File: config.mk
export PLATFORM = sky130hd
export DESIGN_NAME = usb_ep_handshake
export DESIGN_NICKNAME = d
export VERILOG_FILES = /design/src/rtl/usb_ep_pkg.sv /design/src/rtl/usb_ep_slot.sv /design/src/rtl/usb_ep_decide.sv /design/src/rtl/usb_ep_handshake.sv
export SDC_FILE = /design/constraint.sdc
export NUM_CORES = 1
export LEC_CHECK = 0
export ABC_AREA = 1
export BUFFER_PORTS_ARGS = -buffer_cell sky130_fd_sc_hd__buf_2
export CAP_MARGIN = 30
export CORE_MARGIN = 2
export CORE_UTILIZATION = 32
export CTS_CLUSTER_SIZE = 24
export DETAILED_ROUTE_END_ITERATION = 6
export HOLD_SLACK_MARGIN = 0.15
export PLACE_DENSITY = 0.5
export SLEW_MARGIN = 20
export SYNTH_ARGS = -nofsm -noshare
export SYNTH_HDL_FRONTEND = slang
export SYNTH_HIERARCHICAL = 1
export SYNTH_SLANG_ARGS = --single-unit
export TNS_END_PERCENT = 30
File: constraint.sdc
create_clock -name clk_i -period 5.69 [get_ports clk_i]
set_clock_uncertainty 0.05 [all_clocks]
set_input_delay 0 -clock clk_i [delete_from_list [all_inputs] [get_ports clk_i]]
set_output_delay 0 -clock clk_i [all_outputs]
set_load 0.005 [all_outputs]
File: src/rtl/usb_ep_pkg.sv
package usb_ep_pkg;
  localparam int unsigned LEN_W  = 9;
  localparam int unsigned SEG_W  = 6;
  localparam int unsigned ADDR_W = SEG_W + 3;
  localparam int unsigned NUM_W  = 4;
  localparam int unsigned REG_W  = 12;
  localparam int unsigned SETUP_MAX = 8;

  localparam logic [2:0] SEL_SEG   = 3'd0;
  localparam logic [2:0] SEL_LEN   = 3'd1;
  localparam logic [2:0] SEL_CFG   = 3'd2;
  localparam logic [2:0] SEL_CTL   = 3'd3;
  localparam logic [2:0] SEL_SETUP = 3'd4;

  typedef enum logic [1:0] {PID_OUT = 2'd0, PID_IN = 2'd1, PID_SETUP = 2'd2, PID_RSVD = 2'd3} tok_pid_e;
  typedef enum logic [1:0] {HS_NONE = 2'd0, HS_ACK = 2'd1, HS_NAK = 2'd2, HS_STALL = 2'd3} hs_e;
  typedef enum logic [1:0] {DIR_OFF = 2'd0, DIR_OUT = 2'd1, DIR_IN = 2'd2, DIR_UNDEF = 2'd3} ep_dir_e;
  typedef enum logic [2:0] {
    ST_IN_ACK = 3'd0, ST_IN_NAK = 3'd1, ST_OUT0 = 3'd2, ST_SETUP = 3'd3,
    ST_OUT1 = 3'd6, ST_ISO = 3'd7
  } sts_e;

  typedef struct packed {
    logic [NUM_W-1:0] num;
    ep_dir_e          dir;
    logic             iso;
    logic             tog;
    logic             cstall;
    logic             stall;
    logic             ready;
    logic [SEG_W-1:0] seg;
    logic [LEN_W-1:0] len;
  } ep_state_t;

  typedef struct packed {
    hs_e               hs;
    logic              data1;
    logic [LEN_W-1:0]  len;
    logic [ADDR_W-1:0] addr;
    logic              sts_vld;
    sts_e              code;
    logic              ovr;
    logic              flip;
    logic              disarm;
    logic              len_we;
    logic [LEN_W-1:0]  new_len;
  } decision_t;
endpackage

File: src/rtl/usb_ep_slot.sv
module usb_ep_slot
  import usb_ep_pkg::*;
(
  input  logic             clk_i,
  input  logic             rst_ni,
  input  logic             wr_seg_i,
  input  logic             wr_len_i,
  input  logic             wr_cfg_i,
  input  logic             wr_ctl_i,
  input  logic [REG_W-1:0] wdata_i,
  input  logic             upd_i,
  input  logic             upd_flip_i,
  input  logic             upd_disarm_i,
  input  logic             upd_len_we_i,
  input  logic [LEN_W-1:0] upd_len_i,
  output ep_state_t        state_o
);
  ep_state_t st_q;

  always_ff @(posedge clk_i or negedge rst_ni) begin
    if (!rst_ni) begin
      st_q <= '0;
    end else begin
      if (wr_seg_i) st_q.seg <= wdata_i[3 +: SEG_W];
      if (wr_cfg_i) begin
        st_q.dir    <= ep_dir_e'(wdata_i[1:0]);
        st_q.iso    <= wdata_i[2];
        st_q.tog    <= wdata_i[3];
        st_q.cstall <= wdata_i[4];
        st_q.num    <= wdata_i[8 +: NUM_W];
      end else if (upd_i && upd_flip_i) begin
        st_q.tog <= ~st_q.tog;
      end
      if (upd_i && upd_len_we_i) st_q.len <= upd_len_i;
      if (upd_i && upd_disarm_i) st_q.ready <= 1'b0;
      if (wr_ctl_i) begin
        st_q.stall <= wdata_i[1];
        if (wdata_i[0]) st_q.ready <= 1'b0;
      end
      // software arming wins over a same-cycle completion
      if (wr_len_i) begin
        st_q.len   <= wdata_i[LEN_W-1:0];
        st_q.ready <= 1'b1;
      end
    end
  end

  assign state_o = st_q;

  assert_arm_sets_ready_R2: assert property (@(posedge clk_i) disable iff (!rst_ni)
    wr_len_i |=> st_q.ready);
  assert_disarm_clears_R3: assert property (@(posedge clk_i) disable iff (!rst_ni)
    (wr_ctl_i && wdata_i[0] && !wr_len_i) |=> !st_q.ready);
  assert_toggle_flips_R5: assert property (@(posedge clk_i) disable iff (!rst_ni)
    (upd_i && upd_flip_i && !wr_cfg_i) |=> (st_q.tog != $past(st_q.tog)));
endmodule

File: src/rtl/usb_ep_decide.sv
module usb_ep_decide
  import usb_ep_pkg::*;
#(
  parameter int unsigned NUM_EP = 8,
  localparam int unsigned IDX_W = $clog2(NUM_EP)
) (
  input  tok_pid_e          tok_pid_i,
  input  logic [NUM_W-1:0]  tok_ep_i,
  input  logic [LEN_W:0]    tok_len_i,
  input  logic              tok_data1_i,
  input  ep_state_t         eps_i [NUM_EP],
  input  logic [SEG_W-1:0]  setup_seg_i,
  output logic              hit_o,
  output logic [IDX_W-1:0]  hit_idx_o,
  output decision_t         dec_o
);
  ep_state_t e;
  logic      ovr_out;

  always_comb begin
    hit_o     = 1'b0;
    hit_idx_o = '0;
    // descending scan: lowest matching slot wins
    for (int k = NUM_EP - 1; k >= 0; k--) begin
      if (eps_i[k].num == tok_ep_i &&
          ((tok_pid_i == PID_IN    && eps_i[k].dir == DIR_IN) ||
           (tok_pid_i == PID_OUT   && eps_i[k].dir == DIR_OUT) ||
           (tok_pid_i == PID_SETUP && (eps_i[k].dir == DIR_IN || eps_i[k].dir == DIR_OUT)))) begin
        hit_o     = 1'b1;
        hit_idx_o = IDX_W'(k);
      end
    end
  end

  assign e       = eps_i[hit_idx_o];
  assign ovr_out = tok_len_i > {1'b0, e.len};

  always_comb begin
    dec_o      = '0;
    dec_o.addr = {e.seg, 3'b000};
    unique case (tok_pid_i)
      PID_SETUP: begin
        dec_o.addr = {setup_seg_i, 3'b000};
        if (e.stall && !e.cstall) begin
          dec_o.hs = HS_STALL;
        end else begin
          dec_o.hs      = HS_ACK;
          dec_o.sts_vld = 1'b1;
          dec_o.code    = ST_SETUP;
          dec_o.ovr     = tok_len_i > (LEN_W+1)'(SETUP_MAX);
        end
      end
      PID_IN: begin
        if (e.stall) begin
          dec_o.hs = HS_STALL;
        end else if (e.ready) begin
          dec_o.len     = e.len;
          dec_o.data1   = e.tog;
          dec_o.disarm  = 1'b1;
          dec_o.sts_vld = 1'b1;
          if (e.iso) begin
            dec_o.code = ST_ISO;
          end else begin
            dec_o.hs   = HS_ACK;
            dec_o.code = ST_IN_ACK;
            dec_o.flip = 1'b1;
          end
        end else if (!e.iso) begin
          dec_o.hs      = HS_NAK;
          dec_o.sts_vld = 1'b1;
          dec_o.code    = ST_IN_NAK;
        end
      end
      PID_OUT: begin
        if (e.stall) begin
          dec_o.hs = HS_STALL;
        end else if (e.ready) begin
          dec_o.ovr     = ovr_out;
          dec_o.len_we  = 1'b1;
          dec_o.new_len = ovr_out ? e.len : tok_len_i[LEN_W-1:0];
          dec_o.disarm  = 1'b1;
          dec_o.sts_vld = 1'b1;
          if (e.iso) begin
            dec_o.code = ST_ISO;
          end else begin
            dec_o.hs   = HS_ACK;
            dec_o.code = tok_data1_i ? ST_OUT1 : ST_OUT0;
          end
        end else if (!e.iso) begin
          dec_o.hs = HS_NAK;
        end
      end
      default: ;
    endcase
  end
endmodule

File: src/rtl/usb_ep_handshake.sv
module usb_ep_handshake
  import usb_ep_pkg::*;
#(
  parameter int unsigned NUM_EP = 8,
  localparam int unsigned IDX_W = $clog2(NUM_EP)
) (
  input  logic              clk_i,
  input  logic              rst_ni,
  input  logic              reg_we_i,
  input  logic [IDX_W-1:0]  reg_ep_i,
  input  logic [2:0]        reg_sel_i,
  input  logic [REG_W-1:0]  reg_wdata_i,
  input  logic [IDX_W-1:0]  reg_rd_ep_i,
  input  logic [2:0]        reg_rd_sel_i,
  output logic [REG_W-1:0]  reg_rdata_o,
  input  logic              tok_valid_i,
  input  logic [1:0]        tok_pid_i,
  input  logic [NUM_W-1:0]  tok_ep_i,
  input  logic [LEN_W:0]    tok_len_i,
  input  logic              tok_data1_i,
  output logic              resp_valid_o,
  output logic [1:0]        resp_hs_o,
  output logic              resp_data1_o,
  output logic [LEN_W-1:0]  resp_len_o,
  output logic [ADDR_W-1:0] resp_addr_o,
  output logic              sts_valid_o,
  output logic [2:0]        sts_code_o,
  output logic [IDX_W-1:0]  sts_slot_o,
  output logic              overrun_o
);
  ep_state_t        eps [NUM_EP];
  logic [SEG_W-1:0] setup_seg_q;
  logic             hit;
  logic [IDX_W-1:0] hit_idx;
  decision_t        dec;
  logic             take;

  assign take = tok_valid_i && hit;

  for (genvar g = 0; g < NUM_EP; g++) begin : g_slot
    logic sel_me;
    assign sel_me = reg_we_i && (reg_ep_i == IDX_W'(g));
    usb_ep_slot u_slot (
      .clk_i        (clk_i),
      .rst_ni       (rst_ni),
      .wr_seg_i     (sel_me && reg_sel_i == SEL_SEG),
      .wr_len_i     (sel_me && reg_sel_i == SEL_LEN),
      .wr_cfg_i     (sel_me && reg_sel_i == SEL_CFG),
      .wr_ctl_i     (sel_me && reg_sel_i == SEL_CTL),
      .wdata_i      (reg_wdata_i),
      .upd_i        (take && hit_idx == IDX_W'(g)),
      .upd_flip_i   (dec.flip),
      .upd_disarm_i (dec.disarm),
      .upd_len_we_i (dec.len_we),
      .upd_len_i    (dec.new_len),
      .state_o      (eps[g])
    );
  end

  usb_ep_decide #(.NUM_EP(NUM_EP)) u_decide (
    .tok_pid_i   (tok_pid_e'(tok_pid_i)),
    .tok_ep_i    (tok_ep_i),
    .tok_len_i   (tok_len_i),
    .tok_data1_i (tok_data1_i),
    .eps_i       (eps),
    .setup_seg_i (setup_seg_q),
    .hit_o       (hit),
    .hit_idx_o   (hit_idx),
    .dec_o       (dec)
  );

  always_ff @(posedge clk_i or negedge rst_ni) begin
    if (!rst_ni) begin
      setup_seg_q <= '0;
    end else if (reg_we_i && reg_sel_i == SEL_SETUP) begin
      setup_seg_q <= reg_wdata_i[3 +: SEG_W];
    end
  end

  always_ff @(posedge clk_i or negedge rst_ni) begin
    if (!rst_ni) begin
      resp_valid_o <= 1'b0;
      resp_hs_o    <= HS_NONE;
      resp_data1_o <= 1'b0;
      resp_len_o   <= '0;
      resp_addr_o  <= '0;
      sts_valid_o  <= 1'b0;
      sts_code_o   <= '0;
      sts_slot_o   <= '0;
      overrun_o    <= 1'b0;
    end else begin
      resp_valid_o <= tok_valid_i;
      resp_hs_o    <= take ? dec.hs : HS_NONE;
      resp_data1_o <= take && dec.data1;
      resp_len_o   <= take ? dec.len : '0;
      resp_addr_o  <= take ? dec.addr : '0;
      sts_valid_o  <= take && dec.sts_vld;
      sts_code_o   <= take ? dec.code : '0;
      sts_slot_o   <= hit_idx;
      overrun_o    <= take && dec.ovr;
    end
  end

  ep_state_t rd_e;
  assign rd_e = eps[reg_rd_ep_i];

  always_comb begin
    reg_rdata_o = '0;
    unique case (reg_rd_sel_i)
      SEL_SEG:   reg_rdata_o = REG_W'({rd_e.seg, 3'b000});
      SEL_LEN:   reg_rdata_o = REG_W'(rd_e.len);
      SEL_CFG:   reg_rdata_o = {rd_e.num, 3'b000, rd_e.cstall, rd_e.tog, rd_e.iso, rd_e.dir};
      SEL_CTL:   reg_rdata_o = REG_W'({rd_e.stall, 1'b0});
      SEL_SETUP: reg_rdata_o = REG_W'({setup_seg_q, 3'b000});
      default:   ;
    endcase
  end

  assert_stall_silent_R7: assert property (@(posedge clk_i) disable iff (!rst_ni)
    (resp_valid_o && resp_hs_o == HS_STALL) |-> !sts_valid_o);
  assert_overrun_with_status_R9: assert property (@(posedge clk_i) disable iff (!rst_ni)
    overrun_o |-> sts_valid_o);
  assert_code_legal_R8: assert property (@(posedge clk_i) disable iff (!rst_ni)
    sts_valid_o |-> (sts_code_o != 3'd4 && sts_code_o != 3'd5));
  assert_iso_no_handshake_R10: assert property (@(posedge clk_i) disable iff (!rst_ni)
    (sts_valid_o && sts_code_o == ST_ISO) |-> resp_hs_o == HS_NONE);
  assert_status_needs_token_R12: assert property (@(posedge clk_i) disable iff (!rst_ni)
    !resp_valid_o |-> !sts_valid_o);
  assert_clear_bit_reads_zero_R3: assert property (@(posedge clk_i) disable iff (!rst_ni)
    (reg_rd_sel_i == SEL_CTL) |-> !reg_rdata_o[0]);
endmodule

# Yosys cells after proc, flatten, opt, wreduce, memory -nomap -nowiden
# Index checks and enable logic that the tools add are counted.
totals:
  wordCells: 422
  inputBits: 45
  output_inout_bits: 42
  regBits: 244
op_classes:
  eq_ne: 48
  n_mux: 121
  bitwise: 10
  n_reduce_logical: 157
  magnitude_cmp: 4
ops:
  columns: ["cell", "count"]
  rows:
  - ["$mux 9", 20]
  - ["$bmux 26 s3", 2]
  - ["$logic_and 1x1->1", 110]
  - ["$pmux 12 s5", 1]
  - ["$mux 1", 59]
  - ["$mux 26", 2]
  - ["$mux 10", 4]
  - ["$mux 20", 2]
  - ["$mux 3", 12]
  - ["$eq 4x4->1", 8]
  - ["$reduce_bool 2->1", 16]
  - ["$eq 3x3->1 const B", 10]
  - ["$eq 3x2->1 const B", 8]
  - ["$logic_or 1x1->1", 24]
  - ["$mux 11", 2]
  - ["$eq 2x1->1 const B", 9]
  - ["$eq 2x2->1 const B", 9]
  - ["$mux 5", 3]
  - ["$mux 2", 7]
  - ["$eq 3x1->1 const B", 4]
  - ["$logic_not 3->1", 4]
  - ["$mux 4", 3]
  - ["$pmux 4 s3", 1]
  - ["$gt 10x4->1 const B", 1]
  - ["9 further kinds", 19]

# Logic depth before layout (Yosys ltp)
logic_depth:
  depth_word: 27
  depth_mapped: 37
  mapped_depth_nobuf: 35

# Modules after synthesis
# Netlist, hierarchy kept.
by_module_without_submodules:
  columns: ["mod", "seq_area_each_um2", "area_per_inst_um2", "cells_per_inst", "n_inst"]
  rows:
  - ["usb_ep_slot", 650.6, 1199.9, 145, 8]
  - ["usb_ep_handshake", 900.9, 3677.3, 677, 1]
  - ["usb_ep_decide", 0.0, 3410.8, 649, 1]

# Worst setup path before layout
# OpenSTA, ideal clock, no wires.
synth_path:
  path_kind: "reg2reg"
  start: "register g_slot[5].u_slot.st_q, in the netlist g_slot[5].u_slot/state_o[20]"
  end: "register g_slot[0].u_slot.st_q, in the netlist g_slot[0].u_slot/state_o[2]"
  slack_ns: 1.113
  period_less_slack_ns: 4.577
  stages_incl_launch_ff: 33
  t_required_ns: 5.575
  setup_time_ns: 0.065
  arrival_ns: 4.461
  path_buffers: 3
  cell_sequence: "dfrtp_1 -> inv_1 -> ha_1 -> o211ai_1 -> nand3_1 -> nand2_1 -> nand2_1 -> nand2_1 -> nand2_2 -> nand2_4 -> nand2_2 -> buf_4 -> buf_2 -> a21oi_1 -> o21ai_0 -> nand3_1 -> nand2_1 -> ha_1 -> inv_1 -> nor2_1 -> nand3_1 -> nor3_1 -> nand2_1 -> o2111ai_1 -> o21ai_0 -> inv_1 -> clkbuf_1 -> nand3_1 -> a21oi_1 -> nand2_2 -> nand2_1 -> nand2_1 -> nand2_1"
synth_rtl:
  columns: ["item", "line", "rtl"]
  rows:
  - ["from (decl)", "usb_ep_slot.sv:18", "ep_state_t st_q;"]
  - ["to (decl)", "usb_ep_slot.sv:18", null]

==> results.ini <==
[cts]
numCtsBuffers=31
clk_path_buf_depth=3
cts_tree=done
clock_latency_ns=0.59
clock-root-buffer=clkbuf_16
path_clk_slew_ns=0.06
cts_sinks=244
htreeDepth=1

[timing]
slew_viol_final=0
setup_ws_ns=0.5068
setup_viol=0
rsz0062_at_grt=no
fmax_ghz=0.1929
tightest_slew_ns=0.9662
fin_crit_ns=5.183
hold_violations=0
slew_headroom_pct=35.35
finalCritPeriodShare_pct=91.09
fin_tns_setup_ns=0

[outcome]
status=complete, no violations

[layout]
fill_cells=5480
nets=2651
fin_area_um2=19110
area_growth_pct=14.50
drive_gt1_share_pct=12.92
diodes=0
final_cells=3281

[setup_path]
arrival_ns=5.65
cp_slowest_cell=nor2_2
critPathMaxStageDelay_ns=0.51
r2r-start=g_slot[6].u_slot/state_o[20]
crit_top_cell=nand2_1
crit_type=flip-flop to flip-flop
setup.worst_path.start=g_slot[6].u_slot/state_o[20]
cp_max_fo=38
cp-end-kind=flip-flop
reg2reg_slack_ns=0.51
r2r_cells=31
critPathLaunchType=flip-flop
crit-reg2reg-capture=g_slot[7].u_slot/state_o[3]
required_ns=6.16

[synthesis]
synth_xor_area_share_pct=0.9972
ys_seq_area_share_pct=36.59
synth_top_family_by_area=simple AND/OR/NAND/NOR gates
synth_cells=2486
syn-cell-area_um2=16690
ys_warn_count=6
async_reset_ff_share_pct=100.0
yosys.area_share.simple_pct=41.58
synth-compound-area-share_pct=7.325
synth_mux_area_share_pct=0.4049
synthAdderAreaFrac_pct=2.174
synth_area_per_cell_um2=6.712
synth_seq_cells=244
synthFlopType=dfrtp_1
synth_edf_count=0
ys_types=48

[detailed_routing]
route.detailed.wl_per_inst_um=19.38
drc=0
drtIter0Drc=1490
ant_nets=0
vias=16520
drt-vias-per-instance=5.034
firstDrtPassIters=5
routed_wl_um=63580

[die]
die_w_um=232.4
rows=83
coreArea_um2=51410
die_y_um=232.4
initial_core_util_pct=32.46
ioPinCount=87
die_area_um2=53990

[global_route]
antenna_found_initial=0
grt_pass1_vias=15550
grt_pass1_wl_um=96810
grt_usage_pct=23.49
grt_max_degree=141
grt_overflow=0

[place]
placed_cells=3177
post-place-ws_ns=0.3884
io_buffers=86
placed_area_um2=17540
dp_hpwl_um=42490
place.gp.congestion=0.9097

[min_path]
whs_path_depth=4
min_to=g_slot[6].u_slot/state_o[23]
worstHoldPathType=input pin to flip-flop
hold_path_startpoint=reg_wdata_i[9]

[power_and_ir_drop]
power_leakage_nw=9.918
pwr_density_cell_nw_per_um2=271.6
ir_drop_uv=217.6

[job]
maxCapViolations=0

==> critical path, delay by kind of cell (launching register included) <==
kind / cells / cell delay, ns
AO/OA/AOI/OAI: 3 / 0.50
adder cells (fa/ha/maj): 2 / 0.61
buffers and inverters: 4 / 0.77
flip-flops: 1 / 0.41
AND/OR/NAND/NOR: 22 / 2.74
==> cells by family after synthesis <==
family | Yosys count
other | 1
flip-flops | 244
AND/OR/NAND/NOR | 1596
adder cells (fa/ha/maj) | 29
multiplexers | 6
buffers and inverters | 377
XOR/XNOR | 19
AO/OA/AOI/OAI | 214
==> layer usage <==
metal	global-route usage (%)	part of all wire [%]	vias up
met3	3.229	7.6	102
met4	6.631	2.6	0
met2	37.12	44	622
met5	0	0	-
met1	33.34	46	7821
li1	-	-	7972
==> power breakdown <==
group | switching (mW) | leakage [nW] | internal [mW]
Sequential | 0.150 | 3.14 | 1.92
Combinational | 0.701 | 6.26 | 0.353
Clock | 0.840 | 0.518 | 1.23
Total | 1.69 | 9.92 | 3.50
==> sequential cells by signal, indices dropped and copies added (netlist names), 2 cells and up <==
| register | cells |
|---|---|
| sts_code_o | 3 |
| resp_hs_o | 2 |
| resp_addr_o | 9 |
| sts_slot_o | 3 |
| setup_seg_q | 6 |
| g_slot.u_slot/state_o | 208 |
| resp_len_o | 9 |
==> layout by cell type, fill, tap and decap left out, types with 45 or more instances in the layout <==
cell type	Yosys	routed
nand3_1	285	285
nand2_1	943	943
o21ai_1	44	45
dfrtp_1	244	244
buf_2	45	84
o21ai_0	106	105
inv_1	232	232
o211ai_1	45	45
nor2_1	218	218
nand2_2	79	78
==> synthesized netlist by cell type, types with 2 or more instances <==
| cell | count | share of area [%] |
|---|---|---|
| a21oi_1 | 9 | 0.27 |
| a21oi_2 | 2 | 0.10 |
| and2_1 | 5 | 0.19 |
| buf_1 | 4 | 0.090 |
| buf_12 | 8 | 0.96 |
| buf_2 | 45 | 1.3 |
| buf_4 | 23 | 1.0 |
| buf_6 | 11 | 0.74 |
| clkbuf_1 | 20 | 0.45 |
| clkbuf_4 | 8 | 0.36 |
| dfrtp_1 | 244 | 37 |
| ha_1 | 29 | 2.2 |
| inv_1 | 232 | 5.2 |
| inv_2 | 18 | 0.40 |
| inv_4 | 8 | 0.30 |
| mux2_2 | 6 | 0.40 |
| nand2_1 | 943 | 21 |
| nand2_2 | 79 | 3.0 |
| nand2_4 | 9 | 0.61 |
| nand2_8 | 8 | 0.96 |
| nand3_1 | 285 | 8.5 |
| nand3_2 | 5 | 0.30 |
| nand3b_1 | 6 | 0.27 |
| nand4_1 | 8 | 0.30 |
| nor2_1 | 218 | 4.9 |
| nor2_2 | 6 | 0.22 |
| nor3_1 | 7 | 0.21 |
| nor3_2 | 2 | 0.12 |
| nor3b_1 | 2 | 0.090 |
| nor4_1 | 2 | 0.075 |
| o211ai_1 | 45 | 2.0 |
| o21ai_0 | 106 | 3.2 |
| o21ai_1 | 44 | 1.3 |
| o22ai_1 | 3 | 0.11 |
| or2_0 | 6 | 0.22 |
| xnor2_1 | 10 | 0.52 |
| xor2_1 | 9 | 0.47 |
==> repair_timing <==
action,in CTS,in global routing
resized for setup,0,5
hold endpoints to repair,333,0
endpoints found under the setup margin,0,40
hold buffers,43,0
setup buffers,0,0
==> cell type report <==
cell class / count / area (um^2) / share of cell area, %
clock buffer: 39 / 845.8 / 4.427
tap: 680 / 850.8 / 4.453
multi-input combinational: 1867 / 8793 / 46.02
timing repair buffer: 175 / 1314 / 6.876
inverter: 258 / 989.7 / 5.180
sequential: 244 / 6106 / 31.96
clock inverter: 18 / 207.7 / 1.087
==> metrics by stage <==
stage	total power, mW	util (%)	hold WS, ns
final	5.190	37.17	0.2371
after global routing	5.458	37.17	0.2408
after CTS	5.216	37.05	0.2224
after detailed placement	3.101	34.13	0.08081
after global placement	3.078	34.02	0.09407
after floorplan	2.709	-	-0.3456
==> worst max path at each step <==
stage | to | slack [ns]
floorplan | g_slot[0].u_slot/state_o[2] | 1.11
global placement | g_slot[0].u_slot/state_o[5] | 0.51
detailed placement | g_slot[4].u_slot/state_o[7] | 0.39
CTS | g_slot[4].u_slot/state_o[7] | 0.36
global route | g_slot[7].u_slot/state_o[3] | 0.06
finish | g_slot[7].u_slot/state_o[3] | 0.51
Power figures use the tool's default switching activity.
